`src/rtl/sdr_trk_pkg.sv`:
```
package sdr_trk_pkg;

   typedef enum logic [1:0] {
      ST_IDLE   = 2'd0,
      ST_ACTIVE = 2'd1,
      ST_READ   = 2'd2,
      ST_WRITE  = 2'd3
   } bank_st_e;

   typedef enum logic [3:0] {
      C_INHIBIT,
      C_NOP,
      C_ACT,
      C_RD,
      C_WR,
      C_BST,
      C_PRE,
      C_REF,
      C_LMR
   } cmd_e;

   localparam int unsigned BL_CNT_W = 3;

   // remaining-beat count loaded when a burst starts (length minus one)
   function automatic logic [BL_CNT_W-1:0] burst_len_m1(input logic [2:0] code);
      logic [BL_CNT_W-1:0] r;
      case (code)
         3'd1:    r = 3'd1;
         3'd2:    r = 3'd3;
         3'd3:    r = 3'd7;
         default: r = 3'd0;
      endcase
      return r;
   endfunction

   function automatic logic burst_is_open(input logic [2:0] code);
      return code == 3'b111;
   endfunction

endpackage

```
`src/rtl/sdr_cmd_decode.sv`:
```
module sdr_cmd_decode
   import sdr_trk_pkg::*;
(
   input  logic cs_n,
   input  logic ras_n,
   input  logic cas_n,
   input  logic we_n,
   output cmd_e cmd
);

   always_comb begin
      if (cs_n) begin
         cmd = C_INHIBIT;
      end else begin
         case ({ras_n, cas_n, we_n})
            3'b111:  cmd = C_NOP;
            3'b011:  cmd = C_ACT;
            3'b101:  cmd = C_RD;
            3'b100:  cmd = C_WR;
            3'b110:  cmd = C_BST;
            3'b010:  cmd = C_PRE;
            3'b001:  cmd = C_REF;
            default: cmd = C_LMR;
         endcase
      end
   end

endmodule

```
`src/rtl/sdr_bank_fsm.sv`:
```
module sdr_bank_fsm
   import sdr_trk_pkg::*;
#(
   parameter int unsigned ROW_W = 11,
   parameter int unsigned CNT_W = BL_CNT_W
) (
   input  logic             clk,
   input  logic             rst_n,
   input  logic             go_act,
   input  logic             go_rd,
   input  logic             go_wr,
   input  logic             go_pre,
   input  logic             go_term,
   input  logic             go_cut,
   input  logic             ap_req,
   input  logic [ROW_W-1:0] row_in,
   input  logic [CNT_W-1:0] len_m1,
   input  logic             len_open,
   output bank_st_e         state_o,
   output logic [ROW_W-1:0] row_o,
   output logic             beats_left_o
);

   bank_st_e         state_q;
   logic [ROW_W-1:0] row_q;
   logic [CNT_W-1:0] cnt_q;
   logic             ap_q;
   logic             open_q;
   logic             bursting;
   logic             any_go;

   assign bursting = (state_q == ST_READ) || (state_q == ST_WRITE);
   assign any_go   = go_act | go_rd | go_wr | go_pre | go_term | go_cut;

   always_ff @(posedge clk) begin
      if (!rst_n) begin
         state_q <= ST_IDLE;
         row_q   <= '0;
         cnt_q   <= '0;
         ap_q    <= 1'b0;
         open_q  <= 1'b0;
      end else if (go_act) begin
         state_q <= ST_ACTIVE;
         row_q   <= row_in;
      end else if (go_pre) begin
         state_q <= ST_IDLE;
         ap_q    <= 1'b0;
      end else if (go_rd || go_wr) begin
         state_q <= go_wr ? ST_WRITE : ST_READ;
         ap_q    <= ap_req;
         cnt_q   <= len_m1;
         open_q  <= len_open;
      end else if (bursting && go_term) begin
         state_q <= ST_ACTIVE;
         ap_q    <= 1'b0;
      end else if (bursting && go_cut) begin
         state_q <= ap_q ? ST_IDLE : ST_ACTIVE;
         ap_q    <= 1'b0;
      end else if (bursting && !open_q) begin
         if (cnt_q == '0) begin
            state_q <= ap_q ? ST_IDLE : ST_ACTIVE;
            ap_q    <= 1'b0;
         end else begin
            cnt_q <= cnt_q - 1'b1;
         end
      end
   end

   assign state_o      = state_q;
   assign row_o        = row_q;
   assign beats_left_o = bursting && (open_q || (cnt_q != '0));

   AST_ACT_ON_IDLE: assert property (@(posedge clk) disable iff (!rst_n)
      go_act |-> state_q == ST_IDLE);

   AST_RW_NEEDS_ROW: assert property (@(posedge clk) disable iff (!rst_n)
      (go_rd || go_wr) |-> state_q != ST_IDLE);

   AST_FIXED_BURST_ENDS: assert property (@(posedge clk) disable iff (!rst_n)
      (bursting && !open_q && cnt_q == '0 && !any_go) |=>
         (state_q == ST_ACTIVE || state_q == ST_IDLE));

endmodule

```
`src/rtl/sdr_dqm_timing.sv`:
```
module sdr_dqm_timing #(
   parameter int unsigned DQM_W  = 4,
   parameter int unsigned RD_LAT = 2
) (
   input  logic             clk,
   input  logic             rst_n,
   input  logic [DQM_W-1:0] dqm,
   input  logic             wr_win,
   output logic [DQM_W-1:0] wr_mask,
   output logic [DQM_W-1:0] rd_mask
);

   assign wr_mask = wr_win ? dqm : '0;

   generate
      if (RD_LAT == 0) begin : g_rd_direct
         assign rd_mask = dqm;
      end else begin : g_rd_pipe
         logic [DQM_W-1:0] stage_q [RD_LAT];
         always_ff @(posedge clk) begin
            if (!rst_n) begin
               for (int i = 0; i < RD_LAT; i++) stage_q[i] <= '0;
            end else begin
               stage_q[0] <= dqm;
               for (int i = 1; i < RD_LAT; i++) stage_q[i] <= stage_q[i-1];
            end
         end
         assign rd_mask = stage_q[RD_LAT-1];
      end
   endgenerate

endmodule

```
`src/rtl/sdr_cmd_tracker.sv`:
```
module sdr_cmd_tracker
   import sdr_trk_pkg::*;
#(
   parameter int unsigned NUM_BANKS   = 4,
   parameter int unsigned ADDR_W      = 11,
   parameter int unsigned AP_BIT      = 10,
   parameter int unsigned DQM_W       = 4,
   parameter int unsigned RD_MASK_LAT = 2,
   localparam int unsigned BA_W       = $clog2(NUM_BANKS)
) (
   input  logic                        clk,
   input  logic                        rst_n,
   input  logic                        cs_n,
   input  logic                        ras_n,
   input  logic                        cas_n,
   input  logic                        we_n,
   input  logic [BA_W-1:0]             ba,
   input  logic [ADDR_W-1:0]           addr,
   input  logic [DQM_W-1:0]            dqm,
   output logic [NUM_BANKS*2-1:0]      bank_state,
   output logic [NUM_BANKS*ADDR_W-1:0] open_row,
   output logic                        illegal_cmd,
   output logic                        mode_load,
   output logic [ADDR_W-1:0]           mode_opcode,
   output logic [DQM_W-1:0]            wr_mask,
   output logic [DQM_W-1:0]            rd_mask
);

   generate
      if (NUM_BANKS != (1 << BA_W) || NUM_BANKS < 2) begin : g_bad_banks
         $error("NUM_BANKS must be a power of two, at least 2");
      end
      if (AP_BIT >= ADDR_W || ADDR_W < 3) begin : g_bad_addr
         $error("AP_BIT must lie inside the address and ADDR_W >= 3");
      end
   endgenerate

   cmd_e                cmd;
   bank_st_e            st     [NUM_BANKS];
   logic [ADDR_W-1:0]   row_v  [NUM_BANKS];
   logic [NUM_BANKS-1:0] idle_v, burst_v, wbeat_v;
   logic                all_idle, any_burst, legal, wr_win;
   bank_st_e            tgt_st;
   logic [ADDR_W-1:0]   mode_q;
   logic                mode_load_q, illegal_q;
   logic [BL_CNT_W-1:0] len_m1;
   logic                len_open;

   sdr_cmd_decode u_dec (
      .cs_n  (cs_n),
      .ras_n (ras_n),
      .cas_n (cas_n),
      .we_n  (we_n),
      .cmd   (cmd)
   );

   assign all_idle  = &idle_v;
   assign any_burst = |burst_v;
   assign tgt_st    = st[ba];
   assign len_m1    = burst_len_m1(mode_q[2:0]);
   assign len_open  = burst_is_open(mode_q[2:0]);

   always_comb begin
      case (cmd)
         C_ACT:        legal = (tgt_st == ST_IDLE);
         C_RD, C_WR:   legal = (tgt_st != ST_IDLE);
         C_BST:        legal = any_burst;
         C_REF, C_LMR: legal = all_idle;
         default:      legal = 1'b1;
      endcase
   end

   generate
      for (genvar b = 0; b < NUM_BANKS; b++) begin : g_bank
         logic sel;
         logic go_act, go_rd, go_wr, go_pre, go_term, go_cut, beats;
         assign sel     = (ba == BA_W'(b));
         assign go_act  = legal && (cmd == C_ACT) && sel;
         assign go_rd   = legal && (cmd == C_RD) && sel;
         assign go_wr   = legal && (cmd == C_WR) && sel;
         assign go_pre  = legal && (cmd == C_PRE) && (sel || addr[AP_BIT]);
         assign go_term = legal && (cmd == C_BST);
         assign go_cut  = legal && ((cmd == C_RD) || (cmd == C_WR)) && !sel;

         sdr_bank_fsm #(.ROW_W(ADDR_W), .CNT_W(BL_CNT_W)) u_bank (
            .clk          (clk),
            .rst_n        (rst_n),
            .go_act       (go_act),
            .go_rd        (go_rd),
            .go_wr        (go_wr),
            .go_pre       (go_pre),
            .go_term      (go_term),
            .go_cut       (go_cut),
            .ap_req       (addr[AP_BIT]),
            .row_in       (addr),
            .len_m1       (len_m1),
            .len_open     (len_open),
            .state_o      (st[b]),
            .row_o        (row_v[b]),
            .beats_left_o (beats)
         );

         assign idle_v[b]  = (st[b] == ST_IDLE);
         assign burst_v[b] = (st[b] == ST_READ) || (st[b] == ST_WRITE);
         assign wbeat_v[b] = beats && (st[b] == ST_WRITE);
         assign bank_state[2*b +: 2]       = st[b];
         assign open_row[ADDR_W*b +: ADDR_W] = row_v[b];
      end
   endgenerate

   always_ff @(posedge clk) begin
      if (!rst_n) begin
         mode_q      <= '0;
         mode_load_q <= 1'b0;
         illegal_q   <= 1'b0;
      end else begin
         if (legal && cmd == C_LMR) mode_q <= addr;
         mode_load_q <= legal && (cmd == C_LMR);
         illegal_q   <= !legal;
      end
   end

   assign mode_opcode = mode_q;
   assign mode_load   = mode_load_q;
   assign illegal_cmd = illegal_q;
   assign wr_win      = (legal && cmd == C_WR) || (|wbeat_v);

   sdr_dqm_timing #(.DQM_W(DQM_W), .RD_LAT(RD_MASK_LAT)) u_dqm (
      .clk     (clk),
      .rst_n   (rst_n),
      .dqm     (dqm),
      .wr_win  (wr_win),
      .wr_mask (wr_mask),
      .rd_mask (rd_mask)
   );

   AST_ILLEGAL_FREEZES: assert property (@(posedge clk) disable iff (!rst_n)
      (!legal && !any_burst) |=> $stable(bank_state) && $stable(open_row));

   AST_MODE_LOAD_IDLE: assert property (@(posedge clk) disable iff (!rst_n)
      mode_load |-> $past(all_idle));

   AST_SINGLE_BURST: assert property (@(posedge clk) disable iff (!rst_n)
      $countones(burst_v) <= 1);

   AST_REFRESH_IDLE: assert property (@(posedge clk) disable iff (!rst_n)
      (cmd == C_REF && legal) |=> all_idle);

endmodule

```
`config.mk`:
```
export PLATFORM = sky130hd
export DESIGN_NAME = sdr_cmd_tracker
export DESIGN_NICKNAME = d
export VERILOG_FILES = /design/src/rtl/sdr_trk_pkg.sv /design/src/rtl/sdr_cmd_decode.sv /design/src/rtl/sdr_bank_fsm.sv /design/src/rtl/sdr_dqm_timing.sv /design/src/rtl/sdr_cmd_tracker.sv
export SDC_FILE = /design/constraint.sdc
export NUM_CORES = 1
export LEC_CHECK = 0
export BUFFER_PORTS_ARGS = -buffer_cell sky130_fd_sc_hd__buf_4
export CAP_MARGIN = 25
export CELL_PAD_IN_SITES_DETAIL_PLACEMENT = 0
export CELL_PAD_IN_SITES_GLOBAL_PLACEMENT = 2
export CORE_MARGIN = 1.5
export CORE_UTILIZATION = 28
export CTS_BUF_LIST = sky130_fd_sc_hd__clkbuf_16
export DETAILED_ROUTE_END_ITERATION = 8
export GPL_ROUTABILITY_DRIVEN = 0
export PLACE_DENSITY = 0.83
export REMOVE_ABC_BUFFERS = 1
export SLEW_MARGIN = 20
export SYNTH_ARGS = -nofsm -noshare
export SYNTH_HDL_FRONTEND = slang
export SYNTH_SLANG_ARGS = --single-unit
```
`constraint.sdc`:
```
create_clock -name clk -period 2.1 [get_ports clk]
set_input_delay 0.42 -clock clk [delete_from_list [all_inputs] [get_ports clk]]
set_output_delay 0.42 -clock clk [all_outputs]
set_load 0.03 [all_outputs]
```
==> results of run 1 <==
-- synthesized netlist by cell type, types with 7 or more instances --
| cell | instances |
|---|---|
| sky130_fd_sc_hd__a211oi_1 | 8 |
| sky130_fd_sc_hd__a21oi_1 | 46 |
| sky130_fd_sc_hd__a31oi_1 | 7 |
| sky130_fd_sc_hd__and2_1 | 12 |
| sky130_fd_sc_hd__buf_2 | 7 |
| sky130_fd_sc_hd__clkbuf_1 | 25 |
| sky130_fd_sc_hd__dfxtp_1 | 93 |
| sky130_fd_sc_hd__ha_1 | 8 |
| sky130_fd_sc_hd__inv_1 | 11 |
| sky130_fd_sc_hd__mux2i_1 | 23 |
| sky130_fd_sc_hd__nand2_1 | 70 |
| sky130_fd_sc_hd__nand3_1 | 45 |
| sky130_fd_sc_hd__nand4_1 | 8 |
| sky130_fd_sc_hd__nor2_1 | 42 |
| sky130_fd_sc_hd__o211ai_1 | 7 |
| sky130_fd_sc_hd__o21ai_0 | 11 |
-- kinds of logic (layout without fill, tap and decap cells) --
family	count (synthesis)	in the layout	synth area share (%)
adders and majority gates	8	8	2.29
xor gates and xnor gates	1	1	0.200
DFF	93	93	42.5
AOI/OAI and AO/OA	120	120	17.9
muxes	23	23	5.26
buffers and inverters	53	208	5.51
and+or+nand+nor	227	227	26.3
-- layout make-up --
cell class	count	area (um^2)
clock buffer	9	225
sequential	93	1880
clock inverter	4	51.3
fill	1503	8960
multi-input combinational	379	2400
inverter	12	45.0
tap	211	264
timing repair buffer	183	1430
-- metal layers --
metal / vias to the layer above / global-route usage (%) / share of wire [%]
met1: 2124 / 23.1 / 43
met3: 28 / 5.97 / 8.2
met5: - / 0 / 0
met4: 0 / 6.68 / 2.0
li1: 2167 / - / -
met2: 168 / 30.0 / 47
-- power by group through the flow --
| stage | Sequential, mW | Combinational [mW] | Clock [mW] |
|---|---|---|---|
| 6_report | 1.79 | 0.368 | 1.60 |
| 5_1_grt | 1.79 | 0.391 | 1.72 |
| 4_1_cts | 1.79 | 0.359 | 1.66 |
| 3_5_place_dp | 1.83 | 0.347 | 0 |
| 3_3_place_gp | 1.83 | 0.343 | 0 |
| 2_1_floorplan | 1.86 | 0.108 | 0 |
-- worst max-delay path by stage --
| stage | start | to | cells after the start | slack [ps] |
|---|---|---|---|---|
| global route | g_bank[2].u_bank.state_o[1] | wr_mask[0] | 7 | -500 |
| CTS | g_bank[1].u_bank.cnt_q[0] | wr_mask[3] | 9 | -440 |
| global placement | g_bank[2].u_bank.cnt_q[0] | wr_mask[3] | 9 | -330 |
| floorplan | g_bank[2].u_bank.state_o[1] | wr_mask[0] | 5 | -940 |
| finish | g_bank[2].u_bank.cnt_q[0] | wr_mask[2] | 9 | -400 |
| detailed placement | ba[1] | wr_mask[2] | 7 | -400 |
-- repair_timing --
item                       4_1_cts  5_1_grt
gates cloned                     0        0
resized for setup               33       15
setup buffers                    3        4
setup endpoints to repair        9       11
pin swaps                       11        7
-- stage by stage --
| step | instance area, um^2 | setup slack, ps | cells | TNS, ps | utilization, % |
|---|---|---|---|---|---|
| 5_1_grt | 6300 | -499 | 891 | -3620 | 41.3 |
| 2_1_floorplan | 4180 | -936 | 484 | -14380 | - |
| 3_3_place_gp | 5810 | -328 | 871 | -3470 | 38.1 |
| 4_1_cts | 6220 | -442 | 887 | -1700 | 40.8 |
| 6_report | 6300 | -396 | 891 | -1640 | 41.3 |
| 3_5_place_dp | 5810 | -397 | 871 | -4970 | 38.1 |
-- worst max-delay path: cells and delay by family, from the launching register on --
kind	cells	cell delay [ps]
adders and majority gates	1	140
DFF	1	320
and+or+nand+nor	2	470
AOI/OAI and AO/OA	3	410
buffers and inverters	3	390
-- registers in the layout, summed over array words and instances (netlist names) --
name	count
g_bank.u_bank.state_o	8
g_bank.u_bank.open_q	4
illegal_cmd	1
u_dqm.g_rd_pipe.stage_q	8
mode_load	1
mode_opcode	11
g_bank.u_bank.ap_q	4
g_bank.u_bank.cnt_q	12
g_bank.u_bank.row_o	44
==> Implementation_results.wiki, run 1 <==
{| class="wikitable"
! Metric !! Value
|-
| Result of the run || finished, violations left
|-
| Violated checks || setup timing
|-
| Leakage power summed over all cells || roughly 2.6 nW
|-
| Final wirelength || 14.9 mm
|-
| Number of sinks handled by clock tree synthesis || 93
|-
| Count of yosys warnings during synthesis || 0
|-
| Critical-path cell with the highest stage delay || sky130_fd_sc_hd__or3b_4
|-
| Total power consumption of the routed design || roughly 3.8 mW
|-
| Data required time of the worst path || around 1700 ps
|-
| Number of detailed-route iterations in the first pass || 5
|-
| Number of flip-flops and latches in the synthesized netlist || 93
|-
| Number of distinct library cells after synthesis || 63
|-
| TritonCTS buffer count || 9
|-
| CP Cell Sequence || inv_2, ha_4, or3b_4, nand3_2, o211ai_1, a31oi_2, buf_4, a21boi_2, buf_6
|-
| Net total in the final layout || 709
|-
| Starting Density || 28.7%
|-
| Hold Crit Start || dqm[1]
|-
| CORE AREA || 15300 um^2
|-
| Post-route antenna net violation count || 0
|-
| Hold Buf Count CTS || 0
|-
| Comb power frac || approximately a tenth
|-
| Number of buffers added on ports || 95
|-
| Share of the clock period used by the worst path after layout || 119%
|-
| Classification of the worst-slack hold path || input port to flip-flop
|-
| Synth-to-Final Area Change || 43.8%
|-
| Main area contributors after synthesis || sky130_fd_sc_hd__dfxtp_1, sky130_fd_sc_hd__nand2_1, sky130_fd_sc_hd__a21oi_1
|-
| Crit path capture type || output pin
|-
| Power density normalized to cell area || about 600 nW/um^2
|-
| Power share of the sequential group || a little under half
|-
| 1st-iter DRT viols || 255
|-
| CP Launch Type || flip-flop
|-
| Count of pins on the block boundary || 96
|-
| Via/cell ratio || approximately 5.0
|-
| Startpoint of the most critical register-to-register path || g_bank[2].u_bank.state_o[1]
|-
| Final routed DRC violation total || 0
|-
| Max rail drop VDD || between 400 and 500 uV
|-
| Die area || ~16000 um^2
|-
| Count of flip-flops with a built-in enable after synthesis || 0
|-
| Top fanout value on the critical path || 4
|-
| Hold Violations, Final || 0
|-
| RSZ-0062 raised after global routing || yes
|-
| Sequential element share of the synthesized area || approximately 43%
|-
| Sw power || 923 uW
|-
| Fraction of synthesized cell area taken by the top area cell type || between 40 and 50%
|-
| Horiz. Die Dim || between 100 and 150 um
|-
| Clock edge transition at the registers on the reported setup and hold paths || roughly 60 ps
|-
| Crit path setup slack, layout || -396 ps
|-
| Cell at the root of the clock tree || sky130_fd_sc_hd__clkbuf_16
|-
| Num rows || 45
|-
| Fin Clk Skew || ~7 ps
|-
| Category of the critical setup timing path || flip-flop to output pin
|-
| Most frequent standard cell in the layout excluding fill and tap cells || sky130_fd_sc_hd__buf_4
|-
| Worst Tran Pin Value || roughly 550 ps
|-
| Setup slack, reg-to-reg || -40 ps
|-
| WL/cell || between 15 and 20 um
|-
| Switching share of total power || 24.6%
|-
| CP peak stage delay || between 300 and 400 ps
|-
| Internal Pwr Total || 2.84 mW
|-
| # Max-Cap Violations || 0
|-
| Reg-to-reg endpoint || mode_opcode[4]
|-
| Count of cells along the worst register-to-register path || 10
|-
| Clock share of power || a little over two fifths
|-
| Cells on Worst Hold Path || 2
|-
| Upper clock frequency limit || around 400 MHz
|-
| Tightest hold margin || slightly below 300 ps
|-
| H-tree Lvls || 3
|-
| Max-slew violations || 0
|-
| Terminating pin of the worst hold path || u_dqm.g_rd_pipe.stage_q[0][1]
|-
| Wire length of the first global-routing pass || 23.6 mm
|-
| Global routing usage summed across all routing layers || between 10% and 20%
|-
| Clk_lat worst skew || 350 ps
|-
| Number of antenna violations at the first check in global routing || 0
|-
| Setup-violating endpoint count in the final report || 8
|-
| HPWL reported at the end of detailed placement || roughly 11 mm
|-
| Top_reg_cell synth || sky130_fd_sc_hd__dfxtp_1
|-
| Count of inserted antenna diode cells || 0
|-
| Vias post-DR || roughly 4500
|-
| Async set-reset flop share out of synthesis || 0%
|-
| Overflow left after global routing || 0
|-
| Final critical path time including I/O delays and setup || approximately 2500 ps
|-
| Arrival time of the worst setup path || 2080 ps
|-
| Synth area leader || sky130_fd_sc_hd__dfxtp_1
|-
| Clock buffer depth || 2
|-
| Per-instance average area after synthesis || 8.34 um^2
|-
| Headroom to the max-slew limit || a little under two thirds
|-
| Via count of the first global-routing pass || between 4000 and 5000
|-
| Pin count of the biggest net entering global routing || 35
|-
| Share of cells above drive strength 1 || 35.1%
|-
| Leading cell types in the layout, fill and taps excluded || sky130_fd_sc_hd__buf_4, sky130_fd_sc_hd__dfxtp_1, sky130_fd_sc_hd__nand2_1, sky130_fd_sc_hd__a21oi_1, sky130_fd_sc_hd__nand3_1
|-
| Vertical extent of the die || approximately 130 um
|-
| Number of instances in the synthesized netlist || around 530
|-
| Post-synth design cell area || roughly 4400 um^2
|-
| TritonCTS clock tree || yes
|}
Note: power is estimated with default switching activity, not from simulation.
==> run 2: changes to the inputs <==
--- a/config.mk
+++ b/config.mk
@@ -20,3 +20,4 @@
 export SYNTH_ARGS = -nofsm -noshare
 export SYNTH_HDL_FRONTEND = slang
 export SYNTH_SLANG_ARGS = --single-unit
+export TNS_END_PERCENT = 20
==> Implementation_results.wiki, run 2 (synthesis results as in run 1) <==
{| class="wikitable"
! Metric !! Value
|-
| Category of cells accounting for the largest share of critical-path delay || simple AND/OR/NAND/NOR gates
|-
| Cells on Worst Hold Path || 2 (unchanged)
|-
| CP Launch Type || flip-flop
|-
| Crit path setup slack, layout || -403 ps (-7.34 ps)
|-
| Violated checks || setup timing
|-
| Switching share of total power || 24.6% (+0.048 points)
|-
| Sw power || 925 uW (+0.26%)
|-
| Leading cell types in the layout, fill and taps excluded || sky130_fd_sc_hd__buf_4, sky130_fd_sc_hd__dfxtp_1, sky130_fd_sc_hd__nand2_1, sky130_fd_sc_hd__a21oi_1, sky130_fd_sc_hd__nand3_1
|-
| Num rows || 45 (unchanged)
|-
| CORE AREA || 15300 um^2 (unchanged)
|-
| Setup slack, reg-to-reg || -30 ps (about the same)
|-
| Vertical extent of the die || 128 um (unchanged)
|-
| Clock buffer depth || 2 (unchanged)
|-
| Number of antenna violations at the first check in global routing || 0 (unchanged)
|-
| Clock share of power || 42.7% (about the same)
|-
| Global routing usage summed across all routing layers || 18.5% (unchanged)
|-
| Post-route antenna net violation count || 0 (unchanged)
|-
| Synth-to-Final Area Change || 43.8% (unchanged)
|-
| Comb power frac || 9.8% (about the same)
|-
| Reg area || 1880 um^2 (unchanged)
|-
| Startpoint of the most critical register-to-register path || g_bank[2].u_bank.state_o[1]
|-
| Fin Clk Skew || 6.23 ps (-0.756 ps)
|-
| Count of pins on the block boundary || 96 (unchanged)
|-
| Number of detailed-route iterations in the first pass || 4 (-1)
|-
| Arrival time of the worst setup path || 2080 ps (about the same)
|-
| Total negative slack || -1650 ps (-6.81 ps)
|-
| WL/cell || 16.8 um (-0.10%)
|-
| Vias post-DR || 4449 (-0.85%)
|-
| Via/cell ratio || 4.99 (-0.85%)
|-
| Max rail drop VDD || 446 uV (+0.10%)
|-
| Share of cells above drive strength 1 || 35.1% (unchanged)
|-
| 1st-iter DRT viols || 262 (+2.7%)
|-
| Most frequent standard cell in the layout excluding fill and tap cells || sky130_fd_sc_hd__buf_4
|-
| Final wirelength || 14.9 mm (-0.10%)
|-
| Power density normalized to cell area || 597 nW/um^2 (about the same)
|-
| Number of sinks handled by clock tree synthesis || 93 (unchanged)
|-
| Via count of the first global-routing pass || 4466 (unchanged)
|-
| WP buf/inv || 3 (unchanged)
|-
| Wire length of the first global-routing pass || 23.6 mm (unchanged)
|-
| Hold Crit Start || dqm[1]
|-
| Classification of the worst-slack hold path || input port to flip-flop
|-
| Worst Tran Pin Value || 551 ps (+4.48 ps)
|-
| Pin count of the biggest net entering global routing || 35 (unchanged)
|-
| Hold Violations, Final || 0 (unchanged)
|-
| Final core occ || 41.3% (unchanged)
|-
| Overflow left after global routing || 0 (unchanged)
|-
| Net total in the final layout || 709 (unchanged)
|-
| Area taken by multi-input logic gates || 2400 um^2 (unchanged)
|-
| Top fanout value on the critical path || 4 (unchanged)
|-
| Data required time of the worst path || 1680 ps (about the same)
|-
| Count of cells along the worst register-to-register path || 10 (unchanged)
|-
| Filler cells || 1503 (unchanged)
|-
| Critical-path cell with the highest stage delay || sky130_fd_sc_hd__or3b_4
|-
| Terminating pin of the worst hold path || u_dqm.g_rd_pipe.stage_q[0][1]
|-
| Category of the critical setup timing path || flip-flop to output pin
|-
| Final routed DRC violation total || 0 (unchanged)
|-
| Leakage power summed over all cells || 2.55 nW (unchanged)
|-
| Crit path capture type || output pin
|-
| CP peak stage delay || 380 ps (about the same)
|-
| Count of inserted antenna diode cells || 0 (unchanged)
|-
| Die area || 16400 um^2 (unchanged)
|-
| Result of the run || finished, violations left
|-
| Cell at the root of the clock tree || sky130_fd_sc_hd__clkbuf_16
|-
| # Max-Cap Violations || 0 (unchanged)
|-
| Max-slew violations || 0 (unchanged)
|-
| Starting Density || 28.7% (unchanged)
|-
| Upper clock frequency limit || 400 MHz (-0.29%)
|-
| Number of flip-flops in the largest register || 44 (unchanged)
|-
| Reg-to-reg endpoint || mode_opcode[4]
|-
| HPWL reported at the end of detailed placement || 10.9 mm (unchanged)
|-
| Number of buffers added on ports || 95 (unchanged)
|-
| TritonCTS buffer count || 9 (unchanged)
|-
| Clock edge transition at the registers on the reported setup and hold paths || 60 ps (about the same)
|-
| H-tree Lvls || 3 (unchanged)
|-
| Horiz. Die Dim || 128 um (unchanged)
|-
| Internal Pwr Total || 2.84 mW (about the same)
|-
| Headroom to the max-slew limit || 63.1% (-0.30 points)
|-
| Clk_lat worst skew || 340 ps (about the same)
|-
| CP Cell Sequence || inv_2, ha_4, or3b_4, nand3_2, o211ai_1, a31oi_2, buf_4, a21boi_2, buf_6
|-
| TritonCTS clock tree || yes
|-
| Final critical path time including I/O delays and setup || 2500 ps (+7.34 ps)
|-
| Power share of the sequential group || 47.6% (about the same)
|-
| Hold Buf Count CTS || 0 (unchanged)
|-
| Setup-violating endpoint count in the final report || 7 (-1)
|-
| RSZ-0062 raised after global routing || yes
|-
| Share of the clock period used by the worst path after layout || 119% (+0.35 points)
|}
[run 2: cell counts in the layout (fill, tap and decap cells not counted)]
No cell type changed its count.
[run 2: how the worst max path moves through the flow]
stage,startpoint,end,slack (ps),cells after the start
finish,g_bank[2].u_bank.cnt_q[0],wr_mask[2],-400,9
global route,g_bank[2].u_bank.state_o[1],wr_mask[0],-500,7
CTS,g_bank[1].u_bank.cnt_q[0],wr_mask[3],-440,9
detailed placement,ba[1],wr_mask[2],-400,7
global placement,g_bank[2].u_bank.cnt_q[0],wr_mask[3],-330,9
floorplan,g_bank[2].u_bank.state_o[1],wr_mask[0],-940,5
[run 2: cell type report]
type	count	area share [%]
Multi-Input combinational cell	379	38.1
Timing Repair Buffer	183	22.7
Clock inverter	4	0.815
Sequential cell	93	29.8
Inverter	12	0.715
Clock buffer	9	3.58
Tap cell	211	4.19
[run 2: power groups by stage]
stage / registers [mW] / clock network [mW] / logic (mW)
global placement: 1.83 / 0 / 0.343
floorplan: 1.86 / 0 / 0.108
CTS: 1.79 / 1.66 / 0.359
finish: 1.79 / 1.60 / 0.368
global route: 1.79 / 1.72 / 0.391
detailed placement: 1.83 / 0 / 0.347
[run 2: timing repair]
| action | in CTS | in global routing |
|---|---|---|
| gates resized for setup | 33 | 15 |
| buffers inserted | 3 | 4 |
| setup endpoints to repair | 9 | 11 |
| pin swaps | 11 | 7 |
[run 2: metrics by stage]
step / std cells / hold slack, ps / worst slack [ps] / instance area (um^2) / total power, mW
finish: 891 / 291 / -403 / 6300 / 3.76
global route: 891 / 282 / -499 / 6300 / 3.90
CTS: 887 / 279 / -442 / 6220 / 3.81
detailed placement: 871 / 423 / -397 / 5810 / 2.18
global placement: 871 / 414 / -328 / 5810 / 2.17
floorplan: 484 / 412 / -936 / 4180 / 1.97
[run 2: worst register-to-register path: cells and delay by family (launching register included)]
| kind | cells | cell delay, ps |
|---|---|---|
| buf+inv | 5 | 770 |
| compound gates | 1 | 170 |
| simple gates | 3 | 490 |
| mux | 1 | 230 |
| flops | 1 | 360 |
[run 2: metal layers]
metal  vias up  global-route usage (%)  routed length [um]
met2       151                    30.0                6910
met4         0                    6.68                 345
met1      2097                    23.1                6390
met5         -                       0                   0
met3        31                    5.97                1280
li1       2170                       -                   -
